<file path="src/rtl/fuse_irq_regs.sv">
module fuse_irq_regs #(
  parameter int ADDR_W = 8,
  parameter int DW = 32,
  parameter logic [DW-1:0] SRC_MASK = 32'h8000_7FFF,
  parameter logic [15:0] PASSCODE = 16'hDF0D
) (
  input  logic              clk,
  input  logic              rst_n,
  input  logic              bus_we,
  input  logic [ADDR_W-1:0] bus_addr,
  input  logic [DW-1:0]     bus_wdata,
  output logic [DW-1:0]     bus_rdata,
  input  logic [DW-1:0]     evt_set,
  output logic              irq
);
  localparam logic [ADDR_W-1:0] OFF_LOCK = ADDR_W'(8'h00);
  localparam logic [ADDR_W-1:0] OFF_STAT = ADDR_W'(8'h30);
  localparam logic [ADDR_W-1:0] OFF_MASK = ADDR_W'(8'h34);
  localparam logic [ADDR_W-1:0] OFF_ENA  = ADDR_W'(8'h38);
  localparam logic [ADDR_W-1:0] OFF_DIS  = ADDR_W'(8'h3C);
  localparam logic [DW-1:0]     KEY_WORD = DW'(PASSCODE);

  logic          lock_q;
  logic [DW-1:0] status_q, mask_q;
  logic          wr_open;
  logic [DW-1:0] clr_bits, ena_bits, dis_bits;

  assign wr_open  = bus_we && !lock_q;
  assign clr_bits = (wr_open && bus_addr == OFF_STAT) ? bus_wdata : '0;
  assign ena_bits = (wr_open && bus_addr == OFF_ENA)  ? (bus_wdata & SRC_MASK) : '0;
  assign dis_bits = (wr_open && bus_addr == OFF_DIS)  ? (bus_wdata & SRC_MASK) : '0;

  always_ff @(posedge clk) begin
    if (!rst_n) begin
      lock_q   <= 1'b1;
      status_q <= '0;
      mask_q   <= SRC_MASK;
      irq      <= 1'b0;
    end else begin
      if (bus_we && bus_addr == OFF_LOCK)
        lock_q <= (bus_wdata != KEY_WORD);
      status_q <= ((status_q & ~clr_bits) | evt_set) & SRC_MASK;
      mask_q   <= (mask_q & ~ena_bits) | dis_bits;
      irq      <= |(status_q & ~mask_q);
    end
  end

  always_comb begin
    case (bus_addr)
      OFF_LOCK: bus_rdata = {{(DW-1){1'b0}}, lock_q};
      OFF_STAT: bus_rdata = status_q;
      OFF_MASK: bus_rdata = mask_q;
      default:  bus_rdata = '0;
    endcase
  end
endmodule

</file>
<file path="config.mk">
export PLATFORM = sky130hd
export DESIGN_NAME = fuse_irq_regs
export DESIGN_NICKNAME = d
export VERILOG_FILES = /design/src/rtl/fuse_irq_regs.sv
export SDC_FILE = /design/constraint.sdc
export NUM_CORES = 1
export LEC_CHECK = 0
export BUFFER_PORTS_ARGS = -buffer_cell sky130_fd_sc_hd__buf_2
export CORE_ASPECT_RATIO = 0.9
export CORE_UTILIZATION = 44
export CTS_CLUSTER_DIAMETER = 120
export DETAILED_ROUTE_END_ITERATION = 7
export GPL_TIMING_DRIVEN = 0
export PLACE_DENSITY = 0.8
export SETUP_SLACK_MARGIN = 0.1
export SKIP_LAST_GASP = 1
export SLEW_MARGIN = 20
export SYNTH_ARGS = -nofsm -noshare
export SYNTH_HDL_FRONTEND = slang
export SYNTH_SLANG_ARGS = --single-unit
</file>
<file path="constraint.sdc">
create_clock -name clk -period 1.9 [get_ports clk]
set_input_delay 0.285 -clock clk [delete_from_list [all_inputs] [get_ports clk]]
set_output_delay 0.285 -clock clk [all_outputs]
set_load 0.1 [all_outputs]
</file>
==> qor_table.md <==
| Stage | Metric | Reported |
|---|---|---|
| pwr | Net Sw Frac | 32.20% |
| routing | Via count of the routed design | 2083 |
| critical path | Critical Path Slowest Stage Cell | sky130_fd_sc_hd__or4_4 |
| outcome | Violations in the final reports | setup timing |
| timing | Remaining max-slew budget at the tightest pin | 64.14% |
| cells and area | Highest-count cells in the layout ignoring fill and taps | 57 x sky130_fd_sc_hd__buf_2, 34 x sky130_fd_sc_hd__dfxtp_1, 31 x sky130_fd_sc_hd__inv_1, 28 x sky130_fd_sc_hd__buf_4, 24 x sky130_fd_sc_hd__a21oi_1 |
| clock network | Library cell used as clock root buffer | sky130_fd_sc_hd__clkbuf_8 |
| critical path | Required @ worst endpoint | 1620 ps |
| critical path | Critical path launch point type | input port |
| cells and area | Number of antenna cells inserted | 0 |
| logic synthesis | Number of distinct standard cells referenced by the synthesized netlist | 40 |
| grt | Grt total ovfl | 0 |
| critical path | CP arrival | 1690 ps |
| critical path | Worst Path Class, Setup | input port to primary output |
| pwr | Clock network fraction of design power | 33.5% |
| critical path | Most used cell along the critical path | sky130_fd_sc_hd__buf_6 |
| critical path | Crit-path max cell delay | 550 ps |
| pwr | Seq pwr share | 44.7% |
| timing | Post-route worst setup slack | -79.83 ps |
| outcome | Outcome | finished, violations left |
| logic synthesis | Largest cells by area after synthesis | sky130_fd_sc_hd__dfxtp_1 35%, sky130_fd_sc_hd__a22o_1 6.8%, sky130_fd_sc_hd__buf_4 6.6% |
| grt | Via count of the first global-routing pass | 2088 |
| timing | Worst Clk Skew | 10.53 ps |
| critical path | Critical-path maximum fanout | 5 |
| clock network | Clock transition at the registers of the reported paths | 80 ps |
| pwr | P_leak | 1.549 nW |
| routing | Count of antenna-violating nets left after detailed routing | 0 |
| routing | Routed WL per cell | 15.51 um |
| critical path | Slack of the worst reg-to-reg path | 230 ps |
| routing | Post-detailed-routing wire length | 6.249 mm |
| pwr | Power per cell area | 543.4 nW/um2 |
| clock network | Number of H-tree levels | 2 |
| routing | Drt first pass iters | 4 |
| timing | Pins Over Slew Limit | 0 |
| grt | Pin count of the biggest net entering global routing | 11 |
| pwr | Peak supply drop | 0.0005648 V |
| cells and area | Layout cell share with drive strength beyond 1 | 45.48% |
| die | Top Ports | 108 |
| logic synthesis | Number of storage elements in the synthesis netlist | 34 |
| logic synthesis | Top-area cell type share of the netlist area | 35.16% |
| logic synthesis | Number of instances in the synthesized netlist | 228 |
| timing | Count of final hold-check violations | 0 |
| die | Die area | 4669 um2 |
| pwr | Fraction of power consumed by combinational cells | 21.8% |
| die | Number of standard-cell rows in the floorplan | 22 |
| place | Port Buf Inserts | 74 |
| clock network | Num CTS Buffers | 5 |
| cells and area | Synth-to-Final Area Change | 61.15% |
| grt | Wire length of the first global-routing pass | 10.09 mm |
| worst hold path | Class of the tightest hold or removal check | input port to flip-flop |
| clock network | Hold buffer count at CTS | 0 |
| clock network | Worst-skew pair later-pin latency | 290 ps |
| grt | Initial antenna violation count | 0 |
| critical path | Cell breakdown of the critical path | buf_6, or4_4, nor2_4, buf_6, buf_8, a22o_4, buf_12 |
| logic synthesis | Synthesis Warnings | 0 |
| place | Dpl cells | 377 |
| timing | Crit path time final | 1980 ps |
| timing | Maximum frequency from static timing analysis | 505.1 MHz |
| clock network | Sink Count | 34 |
| cells and area | Non-filler instance count after layout | 403 |
| cells and area | Fraction of the core area covered by cells at the end of the flow | 75.05% |
| routing | Routed via count divided by cell count | 5.169 |
| die | X dimension of the die | 71.92 um |
| clock network | TritonCTS clock tree | yes |
| die | Initial core utilization | 46.57% |
| critical path | CP endpoint kind | primary output |
| logic synthesis | Average size of a mapped cell | 8.490 um2 |
| cells and area | Leading cell type in the layout, fill and taps excluded | sky130_fd_sc_hd__buf_2 |
| clock network | Maximum clock path buffer count | 2 |
| die | Floorplan die height | 64.92 um |
| timing | Transition at the pin with the smallest max-transition slack | 537.9 ps |
| routing | DRC Markers | 0 |
| logic synthesis | Largest area contributor in the synthesized netlist | sky130_fd_sc_hd__dfxtp_1 |
| logic synthesis | Synthesized area | 1936 um2 |
| cells and area | Count of nets after finishing | 417 |
| timing | Final setup violating endpoints | 16 |
| timing | Period Utilization, post-route | 104.2% |
| routing | Drt initial violations | 104 |
| grt | All-layer global routing usage | 28.92% |
| place | Dpl hpwl | 4.082 mm |
| job | Max Cap Viol | 0 |
| logic synthesis | Sequential-to-total area share from yosys stat | 35.16% |
| pwr | Internal cell power | 0.001149 W |
| timing | Setup repair after global routing missed its margin | true |
| die | Area of the core | 4156 um2 |
| pwr | Sw power | 0.0005458 W |
| place | Final estimated routing congestion in global placement | 0.7880 |
[worst paths after layout]
path | cells past startpoint | end | from
setup / recovery | 7 | bus_rdata[4] | bus_addr[1]
setup reg to reg | 6 | mask_q[5] | lock_q
hold reg to reg | 2 | mask_q[14] | mask_q[14]
hold / removal | 2 | status_q[31] | evt_set[31]
[cells by family (layout without fill, tap and decap cells)]
group | Yosys count | after routing | synth area share, %
DFF | 34 | 34 | 35.16
and+or+nand+nor | 46 | 46 | 15.97
buffers and inverters | 58 | 158 | 16.29
AOI/OAI and AO/OA | 88 | 88 | 31.87
other | 1 | 16 | 0.1937
muxes | 1 | 1 | 0.5172
[cell type report]
type                            count  area, um2
Fill cell                         293       1037
Clock buffer                        7      86.33
Sequential cell                    34      680.7
Buffer                             25      205.2
Inverter                           33      123.9
Multi-Input combinational cell    151       1146
Timing Repair Buffer               92      797.0
Clock inverter                      1      5.005
Tap cell                           60      75.07
[worst max-delay path, delay by kind of cell]
kind	cells	cell delay (ps)
and+or+nand+nor	2	730
buffers and inverters	4	520
AOI/OAI and AO/OA	1	150
[power by group through the flow]
stage          clock network [W]  registers [W]  logic [W]
3_5_place_dp                   0       0.000771   0.000350
5_1_grt                 0.000609       0.000761   0.000392
4_1_cts                 0.000577       0.000756   0.000362
6_report                0.000567       0.000758   0.000369
2_1_floorplan                  0       0.000767   0.000258
3_3_place_gp                   0       0.000770   0.000344
[per-stage QoR]
| stage | cell area [um2] | power [W] | setup WS, ps | hold WS, ps | setup TNS, ps |
|---|---|---|---|---|---|
| after floorplan | 2112 | 0.001024 | 99.80 | 398.4 | 0 |
| after CTS | 3087 | 0.001695 | -70.71 | 190.1 | -674.1 |
| after global placement | 2557 | 0.001114 | -404.3 | 453.0 | -5984 |
| final | 3119 | 0.001695 | -79.83 | 200.7 | -819.0 |
| after global routing | 3119 | 0.001762 | -109.5 | 197.2 | -1254 |
| after detailed placement | 2557 | 0.001121 | -439.4 | 466.6 | -6596 |
[registers in the layout, summed over array words and instances (netlist names)]
name,cells
irq,1
status_q,16
lock_q,1
mask_q,16
[cell usage after synthesis]
library cell	n
sky130_fd_sc_hd__o21ai_2	10
sky130_fd_sc_hd__or4_4	2
sky130_fd_sc_hd__a31oi_1	1
sky130_fd_sc_hd__nor4_1	4
sky130_fd_sc_hd__o2111ai_1	1
sky130_fd_sc_hd__buf_6	2
sky130_fd_sc_hd__a222oi_1	1
sky130_fd_sc_hd__nand2_1	18
sky130_fd_sc_hd__a21oi_1	24
sky130_fd_sc_hd__nand3_1	2
sky130_fd_sc_hd__buf_1	1
sky130_fd_sc_hd__nor3_1	2
sky130_fd_sc_hd__a221oi_1	2
sky130_fd_sc_hd__or4_2	1
sky130_fd_sc_hd__or2_1	1
sky130_fd_sc_hd__buf_2	2
sky130_fd_sc_hd__inv_1	32
sky130_fd_sc_hd__o21a_1	16
sky130_fd_sc_hd__clkbuf_1	2
sky130_fd_sc_hd__nand4b_1	1
sky130_fd_sc_hd__conb_1	1
sky130_fd_sc_hd__a21boi_0	8
sky130_fd_sc_hd__buf_12	1
sky130_fd_sc_hd__nand4_1	1
sky130_fd_sc_hd__o22ai_1	4
sky130_fd_sc_hd__o21ai_0	6
sky130_fd_sc_hd__nor4_2	1
sky130_fd_sc_hd__or4_1	1
sky130_fd_sc_hd__nor2b_1	1
sky130_fd_sc_hd__mux2i_1	1
sky130_fd_sc_hd__dfxtp_1	34
sky130_fd_sc_hd__nor4_4	2
sky130_fd_sc_hd__nand4bb_4	1
sky130_fd_sc_hd__nand3b_1	1
sky130_fd_sc_hd__and4b_1	1
sky130_fd_sc_hd__nand2b_1	3
sky130_fd_sc_hd__a22o_1	15
sky130_fd_sc_hd__clkinv_1	1
sky130_fd_sc_hd__buf_4	17
sky130_fd_sc_hd__nor2_1	3
[metal layers]
metal | track usage, % | wire (um) | vias up
li1 | - | - | 1002
met1 | 34.03 | 2501 | 983
met2 | 51.30 | 3206 | 83
met3 | 5.288 | 409 | 15
met4 | 12.25 | 132 | 0
met5 | 0 | 0 | -
[timing repair]
| item | in CTS | in global routing |
|---|---|---|
| pin swaps | 9 | 5 |
| buffers inserted | 13 | 3 |
| cloned | 2 | 0 |
| setup endpoints to repair | 16 | 26 |
| gates resized for setup | 78 | 2 |
No activity file was read; power rests on OpenSTA's default activity.
